**src/rtl/cec_tx_pkg.sv**
```systemverilog
package cec_tx_pkg;

    localparam int TIME_W = 13;
    localparam int TRIM_W = 3;

    typedef enum logic [1:0] {
        KIND_START = 2'b00,
        KIND_ZERO  = 2'b01,
        KIND_ONE   = 2'b10,
        KIND_RSVD  = 2'b11
    } bit_kind_e;

    typedef struct packed {
        bit_kind_e           kind;
        logic [TRIM_W-1:0]   trim;
        logic [TIME_W-1:0]   low_us;
        logic [TIME_W-1:0]   period_us;
    } cell_cfg_t;

    function automatic logic kind_ok(input logic [1:0] k);
        return k != KIND_RSVD;
    endfunction

    // Signed release-edge offset: code 0 none, 1..6 earlier by step*code, 7 later by step.
    function automatic logic [TIME_W-1:0] trimmed_low(input int nominal, input int step,
                                                      input logic [TRIM_W-1:0] code);
        int v;
        if (code == '0)
            v = nominal;
        else if (code == '1)
            v = nominal + step;
        else
            v = nominal - step * int'(code);
        return TIME_W'(v);
    endfunction

endpackage

```
**src/rtl/cec_tx_cfg_latch.sv**
```systemverilog
module cec_tx_cfg_latch
    import cec_tx_pkg::*;
#(
    parameter int START_LOW_US    = 3700,
    parameter int ZERO_LOW_US     = 1500,
    parameter int ONE_LOW_US      = 600,
    parameter int START_PERIOD_US = 4500,
    parameter int DATA_PERIOD_US  = 2400,
    parameter int TRIM_STEP_US    = 30
) (
    input  logic              clk,
    input  logic              rst,
    input  logic              req_valid,
    input  logic [1:0]        req_kind,
    input  logic [TRIM_W-1:0] trim_sel,
    input  logic              busy,
    output logic              accept,
    output cell_cfg_t         cfg
);

    cell_cfg_t next_cfg;

    assign accept = req_valid && !busy && kind_ok(req_kind);

    always_comb begin
        next_cfg.kind = bit_kind_e'(req_kind);
        next_cfg.trim = trim_sel;
        case (bit_kind_e'(req_kind))
            KIND_START: begin
                next_cfg.low_us    = trimmed_low(START_LOW_US, TRIM_STEP_US, trim_sel);
                next_cfg.period_us = TIME_W'(START_PERIOD_US);
            end
            KIND_ZERO: begin
                next_cfg.low_us    = trimmed_low(ZERO_LOW_US, TRIM_STEP_US, trim_sel);
                next_cfg.period_us = TIME_W'(DATA_PERIOD_US);
            end
            default: begin
                next_cfg.low_us    = trimmed_low(ONE_LOW_US, TRIM_STEP_US, trim_sel);
                next_cfg.period_us = TIME_W'(DATA_PERIOD_US);
            end
        endcase
    end

    always_ff @(posedge clk) begin
        if (rst) begin
            cfg.kind      <= KIND_START;
            cfg.trim      <= '0;
            cfg.low_us    <= TIME_W'(START_LOW_US);
            cfg.period_us <= TIME_W'(START_PERIOD_US);
        end else if (accept) begin
            cfg <= next_cfg;
        end
    end

    // the latched cell settings cannot move while a cell runs
    a_r9_cfg_stable: assert property (@(posedge clk) disable iff (rst)
        busy |=> $stable(cfg));

    // the reserved kind is never taken
    a_r8_no_rsvd: assert property (@(posedge clk) disable iff (rst)
        accept |=> cfg.kind != KIND_RSVD);

endmodule

```
**src/rtl/cec_tx_cell_timer.sv**
```systemverilog
module cec_tx_cell_timer
    import cec_tx_pkg::*;
(
    input  logic              clk,
    input  logic              rst,
    input  logic              accept,
    input  logic              us_tick,
    input  logic [TIME_W-1:0] period_us,
    output logic              busy,
    output logic [TIME_W-1:0] elapsed,
    output logic              bit_done
);

    logic last_tick;

    assign last_tick = (elapsed == period_us - TIME_W'(1));

    always_ff @(posedge clk) begin
        if (rst) begin
            busy     <= 1'b0;
            elapsed  <= '0;
            bit_done <= 1'b0;
        end else begin
            bit_done <= 1'b0;
            if (accept) begin
                busy    <= 1'b1;
                elapsed <= '0;
            end else if (busy && us_tick) begin
                if (last_tick) begin
                    busy     <= 1'b0;
                    elapsed  <= '0;
                    bit_done <= 1'b1;
                end else begin
                    elapsed <= elapsed + TIME_W'(1);
                end
            end
        end
    end

    // elapsed time stays within the cell
    a_r7_in_period: assert property (@(posedge clk) disable iff (rst)
        busy |-> elapsed < period_us);

    // done is a single-clock pulse
    a_r7_done_single: assert property (@(posedge clk) disable iff (rst)
        bit_done |=> !bit_done);

    // no tick, no progress
    a_r10_hold: assert property (@(posedge clk) disable iff (rst)
        (busy && !us_tick && !accept) |=> (busy && $stable(elapsed)));

endmodule

```
**src/rtl/cec_tx_line_drive.sv**
```systemverilog
module cec_tx_line_drive
    import cec_tx_pkg::*;
(
    input  logic              busy,
    input  logic [TIME_W-1:0] elapsed,
    input  logic [TIME_W-1:0] low_us,
    output logic              drive_low
);

    always_comb begin
        drive_low = busy && (elapsed < low_us);
    end

endmodule

```
**src/rtl/cec_bit_tx.sv**
```systemverilog
module cec_bit_tx
    import cec_tx_pkg::*;
#(
    parameter int START_LOW_US    = 3700,
    parameter int ZERO_LOW_US     = 1500,
    parameter int ONE_LOW_US      = 600,
    parameter int START_PERIOD_US = 4500,
    parameter int DATA_PERIOD_US  = 2400,
    parameter int TRIM_STEP_US    = 30
) (
    input  logic       clk,
    input  logic       rst,
    input  logic       us_tick,
    input  logic       req_valid,
    input  logic [1:0] req_kind,
    input  logic [2:0] trim_sel,
    output logic       drive_low,
    output logic       busy,
    output logic       bit_done
);

    logic              accept;
    cell_cfg_t         cfg;
    logic [TIME_W-1:0] elapsed;

    cec_tx_cfg_latch #(
        .START_LOW_US    (START_LOW_US),
        .ZERO_LOW_US     (ZERO_LOW_US),
        .ONE_LOW_US      (ONE_LOW_US),
        .START_PERIOD_US (START_PERIOD_US),
        .DATA_PERIOD_US  (DATA_PERIOD_US),
        .TRIM_STEP_US    (TRIM_STEP_US)
    ) u_cfg (
        .clk       (clk),
        .rst       (rst),
        .req_valid (req_valid),
        .req_kind  (req_kind),
        .trim_sel  (trim_sel),
        .busy      (busy),
        .accept    (accept),
        .cfg       (cfg)
    );

    cec_tx_cell_timer u_timer (
        .clk       (clk),
        .rst       (rst),
        .accept    (accept),
        .us_tick   (us_tick),
        .period_us (cfg.period_us),
        .busy      (busy),
        .elapsed   (elapsed),
        .bit_done  (bit_done)
    );

    cec_tx_line_drive u_line (
        .busy      (busy),
        .elapsed   (elapsed),
        .low_us    (cfg.low_us),
        .drive_low (drive_low)
    );

    // a valid request in idle starts a cell that begins low
    a_r2_accept_starts: assert property (@(posedge clk) disable iff (rst)
        (req_valid && !busy && req_kind != 2'b11) |=> (busy && drive_low));

    // a reserved request in idle leaves the line released
    a_r8_rsvd_ignored: assert property (@(posedge clk) disable iff (rst)
        (req_valid && !busy && req_kind == 2'b11) |=> (!busy && !drive_low));

    // the line is only pulled low inside a cell
    a_r3_low_in_cell: assert property (@(posedge clk) disable iff (rst)
        drive_low |-> busy);

    // end of cell is flagged exactly when busy drops
    a_r7_done_at_end: assert property (@(posedge clk) disable iff (rst)
        $fell(busy) |-> bit_done);

endmodule

```
**config.mk**
```make
export PLATFORM = sky130hd
export DESIGN_NAME = cec_bit_tx
export DESIGN_NICKNAME = d
export VERILOG_FILES = /design/src/rtl/cec_tx_pkg.sv /design/src/rtl/cec_tx_cfg_latch.sv /design/src/rtl/cec_tx_cell_timer.sv /design/src/rtl/cec_tx_line_drive.sv /design/src/rtl/cec_bit_tx.sv
export SDC_FILE = /design/constraint.sdc
export NUM_CORES = 1
export LEC_CHECK = 0
export BUFFER_PORTS_ARGS = -buffer_cell sky130_fd_sc_hd__buf_2
export CORE_ASPECT_RATIO = 0.75
export CORE_MARGIN = 2
export CORE_UTILIZATION = 55
export CTS_BUF_LIST = sky130_fd_sc_hd__clkbuf_4
export CTS_CLUSTER_SIZE = 10
export DETAILED_ROUTE_END_ITERATION = 10
export PLACE_DENSITY = 0.8
export REMOVE_ABC_BUFFERS = 1
export SLEW_MARGIN = 20
export SYNTH_ARGS = -nofsm -noshare
export SYNTH_HDL_FRONTEND = slang
export SYNTH_HIERARCHICAL = 1
export SYNTH_SLANG_ARGS = --single-unit
```
**constraint.sdc**
```tcl
create_clock -name clk -period 4.5 [get_ports clk]
set_input_delay 0.675 -clock clk [delete_from_list [all_inputs] [get_ports clk]]
set_output_delay 0.675 -clock clk [all_outputs]
set_load 0.005 [all_outputs]
```
### Yosys cells after proc, flatten, opt, wreduce, memory -nomap -nowiden

Index checks and enable logic that the tools add are counted.

| storage, ports and cells | value |
|---|---|
| bits in registers | 41 |
| input bits | 9 |
| output and inout bits | 3 |
| word-level logic and storage cells | 41 |

| cells by class | value |
|---|---|
| $add $sub $neg | 5 |
| equality and inequality tests | 4 |
| bitwise logic cells | 1 |
| magnitude comparators | 1 |
| mux-type cells | 12 |
| multiply operators | 1 |
| reductions and logical operators | 12 |

Operators with widths:

| operator | number |
|---|---|
| 2-to-1 mux 13 bit | 7 |
| one-hot mux 26 bit (2 select lines) | 1 |
| adder 13 x 1 -> 13 bit (second input constant) | 1 |
| equality test 13 bit | 1 |
| less-than comparator 13 bit | 1 |
| subtractor 11 x 13 -> 13 bit (first input constant) | 1 |
| subtractor 12 x 13 -> 13 bit (first input constant) | 1 |
| subtractor 13 x 1 -> 13 bit (second input constant) | 1 |
| subtractor 13 bit (first input constant) | 1 |
| multiplier 4 x 3 -> 7 bit (first input constant) | 1 |
| logical AND 1 bit | 4 |
| 2-to-1 mux 1 bit | 4 |
| nonzero test 2 bit | 2 |
| equality test 3 bit (second input constant) | 1 |
| logical NOT 3 bit | 1 |
| OR reduction 3 bit | 1 |
| equality test 2 x 1 -> 1 bit (second input constant) | 1 |
| logical NOT 2 bit | 1 |
| != test 2 bit (second input constant) | 1 |
| AND reduction 2 bit | 1 |
| OR reduction 2 bit | 1 |
| logical NOT 1 bit | 1 |
| NOT 1 bit | 1 |

### Logic depth before layout (Yosys ltp)

| logic depth | value |
|---|---|
| depth in word-level cells | 5 |
| gate-level depth with buffers | 10 |
| mapped depth without buffers | 9 |

### Hierarchy

Netlist, hierarchy kept.

Modules (own cells, without submodules):

| module | seq. area each (µm²) | cells an instance | times used | area each (µm²) |
|---|---|---|---|---|
| cec_tx_cfg_latch | 340.3 | 183 | 1 | 1396.3 |
| cec_tx_cell_timer | 300.3 | 142 | 1 | 1132.3 |
| cec_tx_line_drive | 0.0 | 43 | 1 | 310.3 |

### Least setup slack after synthesis

Ideal clock, no wire load.

| timing | value |
|---|---|
| kind | input port to flip-flop |
| start | input port trim_sel[0] |
| end | register, netlist name u_cfg/cfg[21] |
| library setup time | 0.115 ns |
| buffers on the path | 0 |
| data required time | 4.385 ns |
| setup slack | 1.467 ns |
| stages | 9 |
| arrival | 2.918 ns |
| path through | fa_1 > ha_1 > fa_1 > xor2_1 > o21ai_0 > a32o_1 > a22oi_1 > nor2_1 > o21a_1 |

| between the ends | value |
|---|---|
| word-level cells in the longest chain between the ends | 5 |
| elaborated cells between the ends (all ways) | 13 |
| classes of those cells | 3 x add/sub; 1 x mul; 1 x eq/ne; 7 x mux; 1 x reduce/logical |

Ends and longest elaborated chain:

| what | line | source |
|---|---|---|
| start, declared | cec_bit_tx.sv:16 | `input logic [2:0] trim_sel,` |
| multiplier 4 x 3 -> 7 bit | cec_tx_pkg.sv:33 | `v = nominal - step * int'(code);` |
| subtractor 11 x 13 -> 13 bit, or another cell as far along | cec_tx_pkg.sv:33 |  |
| 2-to-1 mux 13 bit | cec_tx_pkg.sv:30 | `else if (code == '1)` |
| 2-to-1 mux 13 bit | cec_tx_pkg.sv:28 | `if (code == '0)` |
| one-hot mux 26 bit (2 select lines) (*) | cec_tx_cfg_latch.sv:28 | `case (bit_kind_e'(req_kind))` |

Every way passes the cells marked *; elsewhere a longest branch is shown, timed or not.
A chain may end at the register's enable or synchronous reset.

### Final worst setup path

| timing | value |
|---|---|
| start | input port trim_sel[0] |
| end | register, netlist name u_cfg/cfg[21] |

| between the ends | value |
|---|---|
| word-level cells in the longest chain between the ends | 5 |
| elaborated cells between the ends (all ways) | 13 |
| classes of those cells | 3 x add/sub; 1 x mul; 1 x eq/ne; 7 x mux; 1 x reduce/logical |

Ends and longest elaborated chain:

| what | line |
|---|---|
| multiplier 4 x 3 -> 7 bit | cec_tx_pkg.sv:33 |
| subtractor 11 x 13 -> 13 bit, or another cell as far along | cec_tx_pkg.sv:33 |
| 2-to-1 mux 13 bit | cec_tx_pkg.sv:30 |
| 2-to-1 mux 13 bit | cec_tx_pkg.sv:28 |
| one-hot mux 26 bit (2 select lines) (*) | cec_tx_cfg_latch.sv:28 |

Marked as above.

==> flow_metrics.tcl <==
set metrics [dict create \
    status "finished clean" \
    cts-buffers-inserted 3 \
    drive_gt1_frac 0.0762 \
    hold_path.startpoint "u_cfg/cfg[15]" \
    critical_path_required_ps 4740 \
    num_vias 2459 \
    grt_start_max_net_pins 25 \
    synth_area_um2 2690 \
    clock-root-buffer "clkbuf_4" \
    worst_pin_slew_ps 647 \
    fmax_mhz 313 \
    r2r_cells 7 \
    yosys_warnings 6 \
    skew_ps 5.83 \
    num_rows 21 \
    clk_latency_ps 330 \
    core_area_um2 4570 \
    r2r-end "u_timer/elapsed[8]" \
    wl_per_cell_um 15.5 \
    fp.dieH_um 64.5 \
    htreeDepth 1 \
    syn_to_final_growth_pct -0.140 \
    fin_nets 377 \
    antenna_found_initial 0 \
    cts-resized-gates 0 \
    slew_viol_final 0 \
    fin_total_pwr_uw 585 \
    p_per_area_nw_per_um2 218 \
    arrival_ps 3440 \
    grt_setup_unrepaired "no" \
    clkSinkCount 27 \
    die_w_um 84.7 \
    finalSetupViolations 0 \
    boundaryPins 12 \
    postRouteAntennaNets 0 \
    fin_crit_ps 3200 \
    critPathLaunchType "input port" \
    worstHoldEndpoint "u_cfg/cfg[15]" \
    clk_pin_slew_ps 150 \
    crit_fanout 16 \
    netlist_instances 352 \
    overflow 0 \
    crit_type "input port to register" \
    grt_usage 0.234 \
    grt_pass1_vias 2192 \
    hold_violations 0 \
    min_path_type "register to register" \
    portBuffers 11 \
    hpwlAfterDp_um 4670 \
    period_share 0.711 \
    drc 0 \
    postSynthAreaPerCell_um2 7.63 \
    ir_worst_vdd_mv 0.147 \
    dieArea_um2 5470 \
    timing.rr.start "u_cfg/cfg[7]" \
    slew_headroom 0.568 \
    avgViaCountPerCell 6.18 \
    max_cap_violations 0 \
    worst_hold_slack_ps 478 \
    postCtsHoldBufs 0 \
    reg2reg_setup_slack_ps 1590 \
    wl_um 6150 \
    post_cts_buffers 0 \
    gp_congestion 0.944 \
    cts_tree "yes" \
    diodes 0 \
    tns_ps 0 \
    leakagePower_nw 1.10 \
    clockBufferDepth 2 \
    grt_pass1_wl_um 10400 \
    cp-end-kind "register" \
    drtIter0Drc 241 \
    drt_pass1_iterations 5 \
    holdPathStages 1 \
    initial_core_util 0.588 \
]
-- where the power goes --
group | switching, mW | internal, mW | total, mW
registers | 0.0147 | 0.251 | 0.266
logic | 0.129 | 0.0838 | 0.213
clock network | 0.0727 | 0.0334 | 0.106
-- flip-flops by register name (all words and copies together) (netlist names) --
| register | cells |
|---|---|
| u_timer/busy | 1 |
| u_timer/elapsed | 13 |
| u_cfg/cfg | 12 |
| u_timer/bit_done | 1 |
-- critical path, stage by stage --
cell     delay (ps)
buf_2           280
fa_1            520
ha_1            260
fa_1            410
xor2_1          460
o21ai_0         170
a32o_1          240
a22oi_1         200
nor2_1           60
o21a_1          160
-- layer usage --
layer,global-route usage,routed length [µm],vias to the layer above
li1,-,-,1207
met1,0.353,3050,1177
met2,0.346,2690,73
met3,0.0535,401,2
met4,0.0317,10,0
met5,0,0,-
-- worst max path at each step --
stage | start | cells after the start | slack (ps) | end
after floorplan | trim_sel[0] | 9 | 1470 | u_cfg/cfg[21]
after detailed placement | trim_sel[0] | 10 | 980 | u_cfg/cfg[21]
after global routing | trim_sel[0] | 10 | 1150 | u_cfg/cfg[21]
after global placement | trim_sel[0] | 10 | 1150 | u_cfg/cfg[21]
after CTS | trim_sel[0] | 10 | 1350 | u_cfg/cfg[21]
final | trim_sel[0] | 10 | 1300 | u_cfg/cfg[21]
-- layout make-up --
class / count / area, µm²
multi-input cells: 275 / 1890
fillers: 419 / 1890
flip-flops and latches: 27 / 541
inverters: 23 / 86.3
well taps: 57 / 71.3
repair buffers: 12 / 62.6
clock buffers: 3 / 22.5
clock inverters: 1 / 5.00
-- cells in the final DEF, fill, tap and decap left out, drive strengths merged, types with 2 or more instances in the layout --
master  instances
a211o           6
xnor2          19
nor3           13
and3b           2
ha             23
dfxtp          27
buf            12
fa              3
o211ai          5
nor2b           5
o22ai           3
conb            8
inv            23
a31oi           6
nand3          15
and2            4
o31ai           3
nand2          28
o21ai          15
nor3b           2
nor4           12
xor2           13
nor2           26
nand4          13
clkbuf          3
a21o            2
nand2b          8
or3             2
or4             3
o21a            2
a21oi          17
-- through the flow --
stage | std cells | worst slack, ps | utilization | cell area, µm²
after floorplan | 325 | 1470 | - | 2520
after global placement | 394 | 1150 | 0.581 | 2660
after detailed placement | 394 | 985 | 0.581 | 2660
after CTS | 398 | 1350 | 0.587 | 2680
after global routing | 398 | 1150 | 0.587 | 2680
final | 398 | 1300 | 0.587 | 2680
Note: power is estimated with default switching activity, not from simulation.
